**config.mk**
```make
export PLATFORM = sky130hd
export DESIGN_NAME = fence_dispatch_gate
export DESIGN_NICKNAME = d
export VERILOG_FILES = /design/src/rtl/fgate_pkg.sv /design/src/rtl/fgate_decode.sv /design/src/rtl/fgate_fsm.sv /design/src/rtl/fgate_gate.sv /design/src/rtl/fence_dispatch_gate.sv
export SDC_FILE = /design/constraint.sdc
export NUM_CORES = 1
export LEC_CHECK = 0
export ABC_AREA = 1
export BUFFER_PORTS_ARGS = -buffer_cell sky130_fd_sc_hd__clkbuf_2
export CAP_MARGIN = 20
export CORE_AREA = 3 3 40 42
export DETAILED_ROUTE_END_ITERATION = 10
export DIE_AREA = 0 0 43 45
export SLEW_MARGIN = 20
export SYNTH_ARGS = -nofsm -noshare
export SYNTH_HDL_FRONTEND = slang
export SYNTH_SLANG_ARGS = --single-unit
```
**constraint.sdc**
```tcl
create_clock -name clk -period 1.51 [get_ports clk]
set_input_delay 0.3775 -clock clk [delete_from_list [all_inputs] [get_ports clk]]
set_output_delay 0.3775 -clock clk [all_outputs]
set_load 0.02 [all_outputs]
```
**src/rtl/fgate_pkg.sv**
```systemverilog
package fgate_pkg;
    localparam int KIND_W  = 3;
    localparam int STATE_W = 3;

    typedef enum logic [KIND_W-1:0] {
        K_OTHER     = 3'd0,
        K_LOAD      = 3'd1,
        K_STORE     = 3'd2,
        K_ATOMIC    = 3'd3,
        K_SLFENCE   = 3'd4,
        K_FULLFENCE = 3'd5,
        K_SPARE6    = 3'd6,
        K_SPARE7    = 3'd7
    } op_kind_e;

    typedef enum logic [STATE_W-1:0] {
        ST_IDLE     = 3'd0,
        ST_SL_ALL   = 3'd1,
        ST_SL_LD    = 3'd2,
        ST_ATOMIC   = 3'd3,
        ST_FF_WAIT  = 3'd4,
        ST_FF_DRAIN = 3'd5
    } gate_state_e;

    typedef struct packed {
        logic ld;
        logic st;
        logic bar_at;
        logic bar_sl;
        logic bar_ff;
    } op_class_t;
endpackage

```
**src/rtl/fgate_decode.sv**
```systemverilog
module fgate_decode
    import fgate_pkg::*;
(
    input  logic [KIND_W-1:0] kind,
    output op_class_t         cls
);
    always_comb begin
        cls = '0;
        unique case (op_kind_e'(kind))
            K_LOAD:      cls.ld     = 1'b1;
            K_STORE:     cls.st     = 1'b1;
            K_ATOMIC:    cls.bar_at = 1'b1;
            K_SLFENCE:   cls.bar_sl = 1'b1;
            K_FULLFENCE: cls.bar_ff = 1'b1;
            default:     cls        = '0;
        endcase
    end
endmodule

```
**src/rtl/fgate_fsm.sv**
```systemverilog
module fgate_fsm
    import fgate_pkg::*;
(
    input  logic        clk,
    input  logic        rst_n,
    input  logic        take,
    input  op_class_t   cls,
    input  logic        hold_loads_only,
    input  logic        sb_empty,
    input  logic        bar_retire,
    output gate_state_e state
);
    gate_state_e nxt;

    always_ff @(posedge clk or negedge rst_n) begin
        if (!rst_n) state <= ST_IDLE;
        else        state <= nxt;
    end

    always_comb begin
        nxt = state;
        unique case (state)
            ST_IDLE: begin
                if (take && cls.bar_at)      nxt = ST_ATOMIC;
                else if (take && cls.bar_sl) nxt = hold_loads_only ? ST_SL_LD : ST_SL_ALL;
                else if (take && cls.bar_ff) nxt = ST_FF_WAIT;
            end
            ST_SL_ALL, ST_SL_LD, ST_ATOMIC: begin
                if (sb_empty) nxt = ST_IDLE;
            end
            ST_FF_WAIT: begin
                if (bar_retire && sb_empty) nxt = ST_IDLE;
                else if (bar_retire)        nxt = ST_FF_DRAIN;
            end
            ST_FF_DRAIN: begin
                if (sb_empty) nxt = ST_IDLE;
            end
            default: nxt = ST_IDLE;
        endcase
    end
endmodule

```
**src/rtl/fgate_gate.sv**
```systemverilog
module fgate_gate
    import fgate_pkg::*;
(
    input  gate_state_e state,
    input  op_class_t   cls,
    input  logic        in_valid,
    output logic        in_ready,
    output logic        dispatch,
    output logic        alloc_stall
);
    logic is_bar;
    logic is_mem;

    always_comb begin
        is_bar = cls.bar_at | cls.bar_sl | cls.bar_ff;
        is_mem = cls.ld | cls.st | is_bar;
        unique case (state)
            ST_IDLE:     in_ready = 1'b1;
            ST_SL_ALL:   in_ready = !is_mem;
            ST_SL_LD:    in_ready = !(cls.ld | is_bar);
            ST_ATOMIC:   in_ready = !is_mem;
            ST_FF_WAIT:  in_ready = 1'b0;
            ST_FF_DRAIN: in_ready = !is_mem;
            default:     in_ready = 1'b1;
        endcase
        dispatch    = in_valid & in_ready;
        alloc_stall = in_valid & ~in_ready;
    end
endmodule

```
**src/rtl/fence_dispatch_gate.sv**
```systemverilog
module fence_dispatch_gate
    import fgate_pkg::*;
(
    input  logic              clk,
    input  logic              rst_n,
    input  logic              in_valid,
    input  logic [KIND_W-1:0] in_kind,
    input  logic              hold_loads_only,
    input  logic              sb_empty,
    input  logic              bar_retire,
    output logic              in_ready,
    output logic              dispatch,
    output logic              alloc_stall
);
    op_class_t   cls;
    gate_state_e cur_state;

    fgate_decode u_dec (
        .kind (in_kind),
        .cls  (cls)
    );

    fgate_fsm u_fsm (
        .clk             (clk),
        .rst_n           (rst_n),
        .take            (dispatch),
        .cls             (cls),
        .hold_loads_only (hold_loads_only),
        .sb_empty        (sb_empty),
        .bar_retire      (bar_retire),
        .state           (cur_state)
    );

    fgate_gate u_gate (
        .state       (cur_state),
        .cls         (cls),
        .in_valid    (in_valid),
        .in_ready    (in_ready),
        .dispatch    (dispatch),
        .alloc_stall (alloc_stall)
    );
endmodule

```
# After elaboration in Yosys (flattened, before gate mapping)
# Index checks and enable logic that the tools add are counted.
[classes]
eq_ne = 13
muxes = 14
bitwise_logic = 8
n_reduce_logical = 10
[ops]
columns = ["operator", "n"]
rows = [
  ["3-bit 2-to-1 mux", 6],
  ["3-bit by 2-bit == test with 1-bit output (second input constant)", 4],
  ["3-bit == test (second input constant)", 4],
  ["3-bit one-hot mux with 3 select lines", 1],
  ["3-bit by 1-bit == test with 1-bit output (second input constant)", 2],
  ["1-bit 2-to-1 mux", 5],
  ["1-bit bitwise OR", 5],
  ["1-bit logical AND", 4],
  ["4-bit by 1-bit inequality test with 1-bit output (second input constant)", 1],
  ["4-bit OR reduction", 1],
  ["3-bit logical NOT", 1],
  ["3-bit by 2-bit inequality test with 1-bit output (second input constant)", 1],
  ["1-bit one-hot mux with 3 select lines", 1],
  ["3-bit AND reduction", 1],
  ["3-bit OR reduction", 1],
  ["1-bit AND", 2],
  ["1-bit logical NOT", 2],
  ["2-bit 2-to-1 mux", 1],
  ["2-bit by 1-bit inequality test with 1-bit output (second input constant)", 1],
  ["1-bit NOT", 1],
]
[totals]
ff_bits = 3
input_bits = 9
out_inout_bits = 3
word_cells = 46

# Depth between registers and ports, before layout
# Gate-level depths: netlist (run 1).
[logic_depth]
word_depth = 13
ltp_mapped = 12
ltp_nobuf = 12

# Modules after synthesis
# From an unflattened synthesis (run 1), not the netlist that was laid out.
[unflattened]
hier_cells = 72
hier_area_um2 = 360.3
[modules_own_cells]
columns = ["mod", "instances", "cells_per_inst", "area_per_inst_um2", "seq_area_each_um2"]
rows = [
  ["fgate_fsm", 1, 43, 241.5, 75.1],
  ["fgate_gate", 1, 18, 75.1, 0.0],
  ["fgate_decode", 1, 11, 43.8, 0.0],
]

# Least setup slack after synthesis (run 1)
# Ideal clock, no wire load.
[synth_timing]
kind = "input port to output port"
from = "input port in_kind[1]"
to = "output port alloc_stall"
arrival_ps = 1087
t_required_ps = 1132
slack_ps = 46
path_stages = 7
path_buffers = 0
cell_sequence = "inv_1 > nand2_1 > nand2_1 > nand2_2 > nand2_4 > nand2_4 > nor2_1"
[synth_via]
elab_chain_cells = 9
[synth_lines]
columns = ["item", "line", "text"]
rows = [
  ["from (decl)", "fence_dispatch_gate.sv:7", "input logic [KIND_W-1:0] in_kind,"],
  ["3-bit by 2-bit == test with 1-bit output or 3-bit == test (tied branches)", "fgate_decode.sv:9", "unique case (op_kind_e'(kind))"],
  ["1-bit 2-to-1 mux", "fgate_decode.sv:9", ""],
  ["1-bit bitwise OR (2 in a row)", "fgate_gate.sv:15", "is_bar = cls.bar_at | cls.bar_sl | cls.bar_ff;"],
  ["1-bit bitwise OR, on equally long branches", "fgate_gate.sv:16, fgate_gate.sv:20", ""],
  ["1-bit logical NOT, on equally long branches", "--", ""],
  ["1-bit one-hot mux with 3 select lines (*)", "fgate_gate.sv:17", "unique case (state)"],
  ["via in_ready", "fence_dispatch_gate.sv:11", "output logic in_ready,"],
  ["1-bit NOT (*)", "fgate_gate.sv:27", "alloc_stall = in_valid & ~in_ready;"],
  ["1-bit AND (*)", "fgate_gate.sv:27", ""],
  ["to (decl)", "fence_dispatch_gate.sv:13", "output logic alloc_stall"],
]
# The timed path passes the listed nets; every way through them passes the cells marked *.

# Final worst setup path (run 1)
[layout_timing]
from = "register u_fsm.state[0]"
to = "output port dispatch"
[layout_via]
elab_chain_cells = 4
[layout_lines]
columns = ["item", "line", "text"]
rows = [
  ["from (decl)", "fgate_fsm.sv:11", "output gate_state_e state"],
  ["from (signal assigned)", "fgate_fsm.sv:17", "else state <= nxt;"],
  ["3-bit by 1-bit == test with 1-bit output, or another cell as far along", "fgate_gate.sv:17", ""],
  ["3-bit OR reduction (no line)", "--", ""],
  ["1-bit one-hot mux with 3 select lines (*)", "fgate_gate.sv:17", ""],
  ["1-bit AND (*)", "fgate_gate.sv:26", "dispatch = in_valid & in_ready;"],
  ["to (decl)", "fence_dispatch_gate.sv:12", "output logic dispatch,"],
]
# Mark *: on every way between the ends. The rest lies on a longest branch, timed or not.

==> metrics.cfg, run 1 <==
[global_route]
grt_max_degree = 5
grt-ovfl-total = 0
top_usage_layer = met2
track_usage_pct = 9.850
met3_usage_pct = 2.390
met2_usage_pct = 15.57
grt_pass1_vias = 365
antenna_found_initial = 0
grt_pass1_wl_microns = 1352
met1_usage_pct = 10.92

[logic_synthesis]
synth_nets = 68
yosys_warnings = 0
synth.area.mux_share_pct = 0
syn_area_sq_um = 342.8
synth_top_family_by_area = simple AND/OR/NAND/NOR gates
synthSimpleGateAreaFrac_pct = 56.93
ys_seq_area_share_pct = 21.90
synthXorXnorAreaFrac_pct = 0
postSynthAreaPerCell_sq_um = 5.811
yosys.area_share.adder_pct = 0
ys_types = 14
syn_inst = 59
synth-compound-area-share_pct = 6.934
synth.ff_latch_count = 3

[detailed_routing]
drt_first_pass_iters = 5
viasPerCell = 4.271
wl_per_cell_microns = 8.500
drcViolationCount = 0
vias = 410
routed_wl_microns = 816
drtIter0Drc = 5
ant_nets = 0

[critical_path]
crit_arrival_ns = 1.30
crit_chain = nor2_2 > nand2_2 > nand2_2 > nand2_4 > a21oi_4 > buf_8
r2r_start = u_fsm.state[0]
r2r_end = u_fsm.state[2]
worstPathRequired_ns = 1.13
critPathBufInv = 1
r2r_setup_slack_ns = -0.04
end_kind = output pin
startpoint_type = flop
critPathSlowestCell = dfrtp_1
cp_top_family = flip-flops
cp_max_fo = 4
crit_top_cell = nand2_2
ff2ff_path_depth = 12
critPathMaxStageDelay_ns = 0.40
criticalPathCategory = reg2out

[sta]
setup_viol = 4
period_needed_ns = 1.674
setup_ws_ns = -0.1639
max_freq_mhz = 597.4
slew_headroom_pct = 80.93
rsz0062_at_grt = true
finClkSkew_ns = 0.0002747
final_max_slew_viol_count = 0
fin_hold_ws_ns = 0.4665
tightestPinTransition_ns = 0.2850
fin_crit_sh_pct = 110.9
finalHoldViolCount = 0

[power]
p_sw_share_pct = 45.95
p_clk_share_pct = 13.1
combPwrFrac_pct = 73.0
pwr-share-seq_pct = 13.9
switching_power_uw = 486.3
power_density_mw_per_mm2 = 1913
p_int_uw = 571.9
p_leak_nw = 0.3310
ir_worst_vdd_mv = 1.016
p_total_mw = 1.058

[die]
design.die.area_sq_mm = 0.001935
die_width_microns = 43
die_y_microns = 45
rows = 13
core_area_sq_mm = 0.001285
start_util_pct = 26.68
io_pins = 12

[final_layout]
largest_reg_flops = 3
most-common-layout-cells = nand2_1 (20), inv_1 (11), clkbuf_2 (8)
drive_above_1_share_pct = 43.21
final_common_cell = nand2_1
area_growth_syn_to_layout_pct = 61.31
largest_registers = u_fsm.state x3
fillCellCount = 135
antenna_cells = 0
nets = 91
largest_register = u_fsm.state

[outcome]
violations = setup timing
status = finished with violations

[flow_run]
maxCapViolCount = 0

[place]
dp_hpwl_microns = 624.5
place_congestion = 0.7735
io_buffer_count = 11

[min_path]
hp-class = in2async

[clocking]
ctsLongestPathBuffers = 2
cts-htree-levels = 1
clk_pin_slew_worst_paths_ns = 0.04
cts_tree = done
cts_made_buffers = 3
cts-root-buf = clkbuf_4
cts.sinks = 3
insertion_delay_ns = 0.23

how the worst max path moves through the flow:
| stage | startpoint | to | slack [ns] | cells after the start |
|---|---|---|---|---|
| 6_report | u_fsm.state[0] | dispatch | -0.16 | 6 |
| 5_1_grt | u_fsm.state[0] | dispatch | -0.24 | 6 |
| 4_1_cts | u_fsm.state[1] | dispatch | -0.19 | 6 |
| 3_5_place_dp | in_kind[1] | alloc_stall | -0.005 | 9 |
| 3_3_place_gp | in_kind[1] | alloc_stall | 0.006 | 9 |
| 2_1_floorplan | in_kind[1] | alloc_stall | 0.05 | 7 |
repair_timing:
action                                  4_1_cts  5_1_grt
pin swaps                                     1        5
setup buffers                                 3        1
hold buffers                                  1        0
resized for setup                             6        9
hold endpoints to repair                      3        0
endpoints found under the setup margin        3        6
power groups by stage:
| stage | clock, mW | combinational (mW) | sequential, mW |
|---|---|---|---|
| global placement | 0 | 0.531 | 0.147 |
| floorplan | 0 | 0.416 | 0.141 |
| detailed placement | 0 | 0.536 | 0.147 |
| CTS | 0.149 | 0.671 | 0.146 |
| finish | 0.138 | 0.773 | 0.147 |
| global route | 0.157 | 0.846 | 0.153 |
logic make-up (layout without fill, tap and decap cells):
group,Yosys count,in the layout
AO/OA/AOI/OAI,4,4
buffers and inverters,13,35
AND/OR/NAND/NOR,39,39
flip-flops,3,3
metal layers:
| metal | vias to the layer above | wire [microns] |
|---|---|---|
| met5 | - | 0 |
| met4 | 0 | 0 |
| met3 | 0 | 29 |
| met2 | 9 | 440 |
| met1 | 180 | 346 |
| li1 | 221 | - |
synth_stat cells:
| library cell | count | area, sq um |
|---|---|---|
| a21oi_2 | 1 | 8.760 |
| dfrtp_1 | 3 | 75.07 |
| inv_1 | 11 | 41.29 |
| inv_2 | 2 | 7.510 |
| nand2_1 | 21 | 78.83 |
| nand2_2 | 5 | 31.28 |
| nand2_4 | 2 | 22.52 |
| nand3_1 | 3 | 15.01 |
| nand3_2 | 2 | 20.02 |
| nand4_1 | 1 | 6.260 |
| nor2_1 | 4 | 15.01 |
| nor2_2 | 1 | 6.260 |
| o21ai_0 | 2 | 10.01 |
| o21ai_1 | 1 | 5.000 |
cell type report:
cell class,count,area [sq um],share of cell area (%)
Multi-Input combinational cell,43,244.0,44.12
Timing Repair Buffer,18,140.1,25.34
Sequential cell,3,75.07,13.57
Inverter,13,48.80,8.824
Clock buffer,4,26.28,4.751
Tap cell,15,18.77,3.394
worst reg2reg max path: stages, from the launching register on:
cell     delay, ns
dfrtp_1       0.40
nor2_2        0.16
nand2_2       0.07
nand2_2       0.07
nand2_4       0.07
a21oi_4       0.17
buf_4         0.13
buf_4         0.09
o21ai_1       0.05
nand2_1       0.07
nand2_1       0.05
nand2_1       0.07
nand2_1       0.04
stage by stage:
stage | setup TNS (ns) | worst slack, ns | std cells | utilization (%) | instance area [sq um]
6_report | -0.3946 | -0.1639 | 96 | 43.04 | 553.0
5_1_grt | -0.8744 | -0.2390 | 96 | 43.04 | 553.0
4_1_cts | -0.4391 | -0.1864 | 95 | 40.31 | 518.0
3_5_place_dp | -0.005075 | -0.005075 | 87 | 33.59 | 431.7
3_3_place_gp | 0 | 0.006137 | 87 | 33.59 | 431.7
2_1_floorplan | 0 | 0.04568 | 59 | - | 342.8
(Power assumes the default switching activity.)
==> run 2: changes to the inputs <==
clock period = 2.15 ns   (was 1.51 ns; I/O delays follow)
==> run 2 against run 1 <==
Against the previous run:
- the flow now finishes without violations
- highest routed layer unchanged
- cell count down 7.3%
- worst hold slack got worse by 0.37 ns
- count of clock-buffer cells in the layout unchanged
- clock power down 29%
- non-clock buffer count is 7 lower
- sequential power is 30% lower
- global-route usage shrank 0.58 points
- sequential cell count unchanged
==> metrics.cfg, run 2 (same netlist as run 1, synthesis figures left out) <==
[final_layout]
drive_above_1_share_pct = 36.49
final_common_cell = nand2_1
fin_util_pct = 34.47
antenna_cells = 0
multi_input_comb_area_sq_um = 219.0
regArea_sq_um = 75.07
largest_reg_flops = 3
instances_no_fill = 89
most-common-layout-cells = nand2_1 (21), inv_1 (11), clkbuf_2 (11)
largest_registers = u_fsm.state x3
largest_register = u_fsm.state
nets = 84
postLayoutCellArea_sq_um = 442.9
fillCellCount = 150
area_growth_syn_to_layout_pct = 29.20

[die]
design.die.area_sq_mm = 0.001935
start_util_pct = 26.68
core_area_sq_mm = 0.001285
io_pins = 12
rows = 13
die_y_microns = 45
die_width_microns = 43

[critical_path]
ff2ff_path_depth = 10
crit_arrival_ns = 1.35
end_kind = output pin
startpoint_type = flop
r2r_setup_slack_ns = 0.80
r2r_end = u_fsm.state[2]
r2r_start = u_fsm.state[0]
criticalPathCategory = reg2out
cp_max_fo = 4
worstPathRequired_ns = 1.61

[clocking]
cts_tree = done
postCtsHoldBufs = 0
insertion_delay_ns = 0.23
ctsLongestPathBuffers = 2
cts_setup_buffers = 0
cts_made_buffers = 3
cts_resized = 0
clk_pin_slew_worst_paths_ns = 0.04
cts.sinks = 3
cts-htree-levels = 1
cts-root-buf = clkbuf_4

[sta]
fin_hold_ws_ns = 0.09233
fin_crit_sh_pct = 87.70
fin_setup_tns_ns = 0
slew_headroom_pct = 84.87
tightestPinTransition_ns = 0.2246
final_max_slew_viol_count = 0
finalHoldViolCount = 0
rsz0062_at_grt = false
setup_viol = 0
max_freq_mhz = 530.4
finClkSkew_ns = 0.0005245
period_needed_ns = 1.886

[global_route]
grt_max_degree = 6
grt_pass1_wl_microns = 1269
track_usage_pct = 9.265
grt_pass1_vias = 345
grt-ovfl-total = 0
antenna_found_initial = 0

[place]
placed_area_sq_um = 416.7
io_buffer_count = 11
place_congestion = 0.7424
dp_hpwl_microns = 593.9
dp_cells = 85

[flow_run]
maxCapViolCount = 0

[power]
ir_worst_vdd_mv = 0.6997
power_density_mw_per_mm2 = 1266
p_leak_nw = 0.2846

[min_path]
hp-class = in2async

[detailed_routing]
drt_first_pass_iters = 4
drt-met1-wl_microns = 309
wl_per_cell_microns = 7.865
wl_met3_microns = 65
vias = 377
drtIter0Drc = 2
routed_wl_microns = 700
routed.top_layer = met3
wl_met2_microns = 324
viasPerCell = 4.236
drcViolationCount = 0
ant_nets = 0

[outcome]
status = completed

[run 2: cell types whose count changed in the layout (fill, tap and decap cells not counted), sizes merged]
| cell | delta |
|---|---|
| buf | -9 |
| clkbuf | +3 |
| dlygate4sd3 | -1 |
[run 2: cell type report]
| type | instances | share of cell area [%] |
|---|---|---|
| clock buffer | 4 | 5.932 |
| inverter | 13 | 11.02 |
| multi-input combinational | 43 | 49.44 |
| sequential | 3 | 16.95 |
| tap | 15 | 4.237 |
| timing repair buffer | 11 | 12.43 |
[run 2: worst max-delay path by stage]
stage | start | end | slack (ns) | cells past startpoint
floorplan | in_kind[1] | alloc_stall | 0.37 | 7
global placement | in_kind[1] | dispatch | 0.31 | 8
detailed placement | in_kind[1] | alloc_stall | 0.29 | 9
CTS | u_fsm.state[0] | dispatch | 0.24 | 6
global route | in_kind[1] | alloc_stall | 0.17 | 9
finish | u_fsm.state[0] | dispatch | 0.26 | 6
[run 2: power breakdown]
group	switching, mW	internal, mW
Clock	0.0285	0.0695
Sequential	0.0241	0.0794
Combinational	0.233	0.126
[run 2: through the flow]
step / worst slack (ns) / total power, mW
after floorplan: 0.3657 / 0.3917
after global placement: 0.3075 / 0.4659
after detailed placement: 0.2933 / 0.4678
after CTS: 0.2418 / 0.5733
after global routing: 0.1677 / 0.6319
final: 0.2645 / 0.5606
[run 2: worst max-delay path, cell delays in order, from the launching register on]
cell and delay, ns:
dfrtp_1 0.40, nor2_2 0.15, nand2_2 0.07, nand2_2 0.08, nand2_4 0.06, a21oi_2 0.15, clkbuf_2 0.19
[run 2: per-layer routing]
layer  vias to the layer above  global-route usage (%)
li1                        207                       -
met1                       159                   9.951
met2                        11                   13.77
met3                         0                   3.586
met4                         0                   9.036
met5                         -                       0
